--- src/rtl/adc_pingpong_capture.sv ---
module adc_pingpong_capture #(
  parameter int SAMPLE_W  = 16,
  parameter int FRAME_MIN = 4096,
  parameter int FRAME_MAX = 4608,
  localparam int LW = $clog2(FRAME_MAX + 1),
  localparam int AW = $clog2(FRAME_MAX * 3),
  localparam int DW = 2 * SAMPLE_W
) (
  input  logic                clk,
  input  logic                rst_n,
  input  logic                adc_drdy_n,
  input  logic [SAMPLE_W-1:0] adc_a_data,
  input  logic [SAMPLE_W-1:0] adc_b_data,
  input  logic                adc_a_ovr,
  input  logic                adc_b_ovr,
  input  logic [LW-1:0]       cfg_frame_len,
  input  logic                cfg_wide,
  input  logic [1:0]          buf_release,
  input  logic                ovr_clr,
  output logic                adc_cs_n,
  output logic                adc_rd_n,
  output logic                mem_we,
  output logic [AW:0]         mem_addr,
  output logic [DW-1:0]       mem_wdata,
  output logic                frame_irq,
  output logic                stat_fill_buf,
  output logic [LW-1:0]       stat_index,
  output logic                stat_overrun
);

  logic [2:0]          sync_q;
  logic                go_q;
  logic [SAMPLE_W-1:0] a_q, b_q;
  logic                oa_q, ob_q;
  logic [LW-1:0]       idx_q, len_q;
  logic                wide_q;
  logic                cur_q, drop_q, last_q, ovr_q, irq_q;
  logic [1:0]          full_q;
  logic [1:0]          ph_q;
  logic                done_q, wbuf_q, wkeep_q, wwide_q;
  logic [AW-1:0]       base_q;

  wire fall = sync_q[2] & ~sync_q[1];

  logic [LW-1:0] len_clamp;
  always_comb begin
    if (cfg_frame_len < LW'(FRAME_MIN))      len_clamp = LW'(FRAME_MIN);
    else if (cfg_frame_len > LW'(FRAME_MAX)) len_clamp = LW'(FRAME_MAX);
    else                                     len_clamp = cfg_frame_len;
  end

  wire           first    = (idx_q == '0);
  wire [LW-1:0]  len_use  = first ? len_clamp : len_q;
  wire           wide_use = first ? cfg_wide : wide_q;
  wire [AW-1:0]  idx_w    = AW'(idx_q);
  wire [AW-1:0]  base_new = wide_use ? (idx_w << 1) : (idx_w + (idx_w << 1));
  wire [1:0]     last_ph  = wwide_q ? 2'd2 : 2'd3;
  wire           cmpl     = done_q && (ph_q == last_ph);

  logic [1:0] set_full;
  logic       nxt_buf, nxt_busy;
  always_comb begin
    set_full = 2'b00;
    nxt_buf  = cur_q;
    if (cmpl && !drop_q) begin
      set_full[cur_q] = 1'b1;
      nxt_buf         = ~cur_q;
    end
    nxt_busy = full_q[nxt_buf] & ~buf_release[nxt_buf];
  end

  always_ff @(posedge clk) begin
    if (!rst_n) begin
      sync_q <= 3'b111;
      go_q   <= 1'b0;
    end else begin
      sync_q <= {sync_q[1:0], adc_drdy_n};
      go_q   <= fall;
    end
  end

  always_ff @(posedge clk) begin
    if (!rst_n) begin
      a_q <= '0; b_q <= '0; oa_q <= 1'b0; ob_q <= 1'b0;
      idx_q <= '0; len_q <= LW'(FRAME_MIN); wide_q <= 1'b0;
      base_q <= '0; wbuf_q <= 1'b0; wkeep_q <= 1'b0; wwide_q <= 1'b0;
      ph_q <= 2'd0; done_q <= 1'b0;
    end else begin
      if (go_q) begin
        a_q  <= adc_a_data;
        b_q  <= adc_b_data;
        oa_q <= adc_a_ovr;
        ob_q <= adc_b_ovr;
        if (first) begin
          len_q  <= len_clamp;
          wide_q <= cfg_wide;
        end
        base_q  <= base_new;
        wbuf_q  <= cur_q;
        wkeep_q <= ~drop_q;
        wwide_q <= wide_use;
        ph_q    <= 2'd1;
        if (idx_q + 1'b1 == len_use) begin
          idx_q  <= '0;
          done_q <= 1'b1;
        end else begin
          idx_q <= idx_q + 1'b1;
        end
      end else if (ph_q != 2'd0) begin
        ph_q <= (ph_q == last_ph) ? 2'd0 : ph_q + 2'd1;
        if (cmpl) done_q <= 1'b0;
      end
    end
  end

  always_ff @(posedge clk) begin
    if (!rst_n) begin
      full_q <= 2'b00;
      cur_q  <= 1'b0;
      drop_q <= 1'b0;
      last_q <= 1'b0;
      ovr_q  <= 1'b0;
      irq_q  <= 1'b0;
    end else begin
      full_q <= (full_q & ~buf_release) | set_full;
      irq_q  <= cmpl & ~drop_q;
      ovr_q  <= (ovr_q & ~ovr_clr) | (cmpl & nxt_busy);
      if (cmpl) begin
        cur_q  <= nxt_buf;
        drop_q <= nxt_busy;
        if (!drop_q) last_q <= cur_q;
      end
    end
  end

  always_comb begin
    mem_wdata = '0;
    case ({wwide_q, ph_q})
      3'b1_01: mem_wdata = {b_q, a_q};
      3'b0_01: mem_wdata = DW'(a_q);
      3'b0_10: mem_wdata = DW'(b_q);
      3'b1_10,
      3'b0_11: mem_wdata = {{(DW-2){1'b0}}, ob_q, oa_q};
      default: mem_wdata = '0;
    endcase
  end

  assign mem_we        = (ph_q != 2'd0) & wkeep_q;
  assign mem_addr      = {wbuf_q, base_q + AW'(ph_q - 2'd1)};
  assign adc_cs_n      = 1'b0;
  assign adc_rd_n      = 1'b0;
  assign frame_irq     = irq_q;
  assign stat_fill_buf = last_q;
  assign stat_index    = idx_q;
  assign stat_overrun  = ovr_q;

endmodule

--- config.mk ---
export PLATFORM = sky130hd
export DESIGN_NAME = adc_pingpong_capture
export DESIGN_NICKNAME = d
export VERILOG_FILES = /design/src/rtl/adc_pingpong_capture.sv
export SDC_FILE = /design/constraint.sdc
export NUM_CORES = 1
export LEC_CHECK = 0
export BUFFER_PORTS_ARGS = -buffer_cell sky130_fd_sc_hd__buf_2
export CORE_MARGIN = 4
export CORE_UTILIZATION = 50
export DETAILED_ROUTE_END_ITERATION = 7
export PLACE_DENSITY = 0.77
export SETUP_SLACK_MARGIN = 0.4
export SYNTH_ARGS = -nofsm -noshare
export SYNTH_HDL_FRONTEND = slang
export SYNTH_SLANG_ARGS = --single-unit
--- constraint.sdc ---
create_clock -name clk -period 3.01 [get_ports clk]
set_input_delay 0.602 -clock clk [delete_from_list [all_inputs] [get_ports clk]]
set_output_delay 0.602 -clock clk [all_outputs]
set_load 0.01 [all_outputs]
==> results.json <==
{
  "syn_to_final_growth_pct": 35.2,
  "grt_pass1_wl_um": 25100,
  "post_drt_wl_per_cell_um": 18.2,
  "via_per_inst": 5.94,
  "skew_ps": 9.74,
  "coreArea_mm2": 0.0110,
  "hold_class": "flop to flop",
  "detail-route-antenna-nets": 0,
  "pwr-share-seq_pct": 35.3,
  "pwr-share-clk_pct": 32.2,
  "cp_slowest_cell": "dfxtp_4",
  "num-fill-cells": 808,
  "htreeDepth": 3,
  "arrival_ps": 2500,
  "path_max_fanout": 3,
  "rows": 38,
  "dp.cells": 913,
  "rsz0062_at_grt": "yes",
  "power.density_mw_per_mm2": 458,
  "hpwl_um": 11600,
  "setup_viol": 7,
  "grt_pass1_vias": 5139,
  "hold_viol": 0,
  "final_cell_mix": "buf_2, dfxtp_1, nor2_1, buf_4, a21oi_1",
  "crit_chain": "inv_4 > ha_4 > inv_4 > ha_4 > a21o_1 > a21oi_2 > o21a_1 > o31ai_4 > o211ai_1 > buf_4 > a211oi_2 > buf_2",
  "ys_async_sr_fraction_pct": 0,
  "regArea_mm2": 0.00187,
  "place_congestion": 0.902,
  "violations": "setup timing",
  "ir_drop_mv": 0.419,
  "finalNonFillerCells": 963,
  "finalSetupTns_ps": -428,
  "hold_ws_ps": 408,
  "mappedNetlistArea_mm2": 0.00571,
  "multiInputGateArea_mm2": 0.00407,
  "final_common_cell": "buf_2",
  "dieArea_mm2": 0.0132,
  "cts_buffer_depth": 2,
  "die_h_um": 115,
  "drtIter0Drc": 510,
  "utilization_pct": 70.2,
  "slew_headroom_pct": 59.0,
  "seq_area_frac_synth_pct": 31.9,
  "initial_core_util_pct": 51.9,
  "combPwrFrac_pct": 32.5,
  "ys_warn_count": 0,
  "grt.overflow.total": 0,
  "synth_edf_count": 0,
  "chipWidth_um": 115,
  "drt_wl_total_um": 17600,
  "fin_ws_ps": -93.0,
  "p_total_mw": 3.53,
  "n_antenna_cell": 0,
  "p_int_mw": 2.40,
  "cp.required_ps": 2410,
  "min_period_over_period_pct": 103,
  "cts_buffers": 9,
  "cts-root-buf": "clkbuf_16",
  "grt_max_degree": 53,
  "period_needed_ps": 3100,
  "clk_pin_slew_worst_paths_ps": 70,
  "cts_sinks": 91,
  "clock_latency_ps": 340,
  "io_buffers": 117,
  "timing.final.max_slew_violations": 0,
  "status": "finished, violations left",
  "grt_antenna_before_repair": 0,
  "design_area_mm2": 0.00771,
  "route.detailed.drc": 0,
  "max_clock_freq_ghz": 0.322,
  "synth_seq_cells": 91,
  "preCtsSetupSlack_ps": 135,
  "p_sw_share_pct": 31.9,
  "end_kind": "primary output",
  "cts_tree": "built",
  "power.switching_mw": 1.13,
  "syn_area_per_cell_um2": 8.49,
  "drv_cap": 0,
  "routed-via-count": 5718,
  "synthFlopType": "dfxtp_1",
  "worstSetupPathType": "flop to primary output",
  "final_nets": 912,
  "max_slew.worst_pin.slew_ps": 613,
  "grt_usage_pct": 23.3,
  "ios": 120,
  "placed_area_mm2": 0.00654,
  "layout-drive-gt1-share_pct": 35.6,
  "synthCells": 672,
  "p_leak_nw": 3.16,
  "start_kind": "flop",
  "critical_path.max_stage_delay_ps": 360,
  "ys_types": 63,
  "r2r_slack_ps": 440,
  "dr.pass1.iters": 6
}
[layer usage]
metal  vias to the layer above  part of all wire, %  GRT usage [%]  routed length (um)
met4                         0                  2.2           7.20                 380
met3                        40                  6.0           3.16                1060
met1                      2704                   41           30.7                7180
met2                       242                   51           39.6                8940
li1                       2732                    -              -                   -
met5                         -                    0              0                   0
[logic make-up (layout without fill, tap and decap cells)]
group	count (synthesis)	count (layout)	share of synthesized area, %
fa+ha+maj	40	40	9.04
flops	91	91	31.9
mux	40	40	7.06
simple gates	226	226	20.5
compound gates	171	171	20.2
xor+xnor	37	37	6.16
buf+inv	66	216	4.98
other cells	1	2	0.0657
[worst max-delay path: cells and delay by family (launching register included)]
family / cells / cell delay (ps)
AO/OA/AOI/OAI: 6 / 860
adder cells (fa/ha/maj): 2 / 520
buffers and inverters: 4 / 420
flip-flops: 1 / 360
[flip-flops by register name (all words and copies together), names as in the netlist, 2 cells and up]
| register | count |
|---|---|
| sync_q | 3 |
| a_q | 16 |
| full_q | 2 |
| b_q | 16 |
| len_q | 13 |
| ph_q | 2 |
| base_q | 14 |
| stat_index | 13 |
[power groups by stage]
stage	Combinational [mW]	Clock [mW]	Sequential [mW]
after CTS	0.934	1.15	1.25
after global routing	1.24	1.20	1.25
after floorplan	0.585	0	1.28
after global placement	0.806	0	1.29
after detailed placement	0.837	0	1.29
final	1.15	1.14	1.25
[synthesized netlist by cell type (4+ instances only)]
cell type / n / area (um^2)
dfxtp_1: 91 / 1820
nor2_1: 77 / 289
a21oi_1: 45 / 225
ha_1: 38 / 475
mux2i_1: 38 / 380
nand2_1: 36 / 135
o21ai_0: 28 / 140
inv_1: 27 / 101
xnor2_1: 26 / 228
and3_1: 25 / 156
a22o_1: 24 / 210
clkbuf_1: 21 / 78.8
a211oi_1: 14 / 105
nand3_1: 12 / 60.1
nor3_1: 12 / 60.1
or3_1: 11 / 68.8
nand4_1: 10 / 62.6
o31ai_1: 9 / 67.6
xor2_1: 9 / 78.8
and2_1: 7 / 43.8
o211ai_1: 7 / 52.6
buf_1: 6 / 22.5
nand2b_1: 6 / 37.5
o21a_1: 6 / 45.0
or4_1: 6 / 45.0
a21o_1: 5 / 37.5
and4_1: 5 / 43.8
buf_2: 5 / 25.0
nor2b_1: 5 / 31.3
o21bai_1: 5 / 37.5
a22oi_1: 4 / 30.0
a31oi_1: 4 / 25.0
buf_4: 4 / 30.0
[final timing paths]
check                startpoint             to  depth (start not counted)
setup reg to reg  stat_index[7]  stat_index[3]                         11
hold reg to reg       sync_q[2]           go_q                          2
setup / recovery        ph_q[0]   mem_addr[13]                         12
hold / removal        sync_q[2]           go_q                          2
[final cells by class]
type                       count  area share [%]
inverter                      28            1.46
sequential                    91            24.3
clock inverter                 5           0.762
multi-input combinational    516            52.8
tap                          140            2.27
timing repair buffer         172            15.4
clock buffer                  11            3.02
[what timing repair did]
item	4_1_cts	5_1_grt
hold buffers	0	0
buffers inserted	13	18
resized for setup	27	113
setup endpoints to repair	41	62
cloned	0	3
pin swaps	15	21
Note: power is estimated with default switching activity, not from simulation.
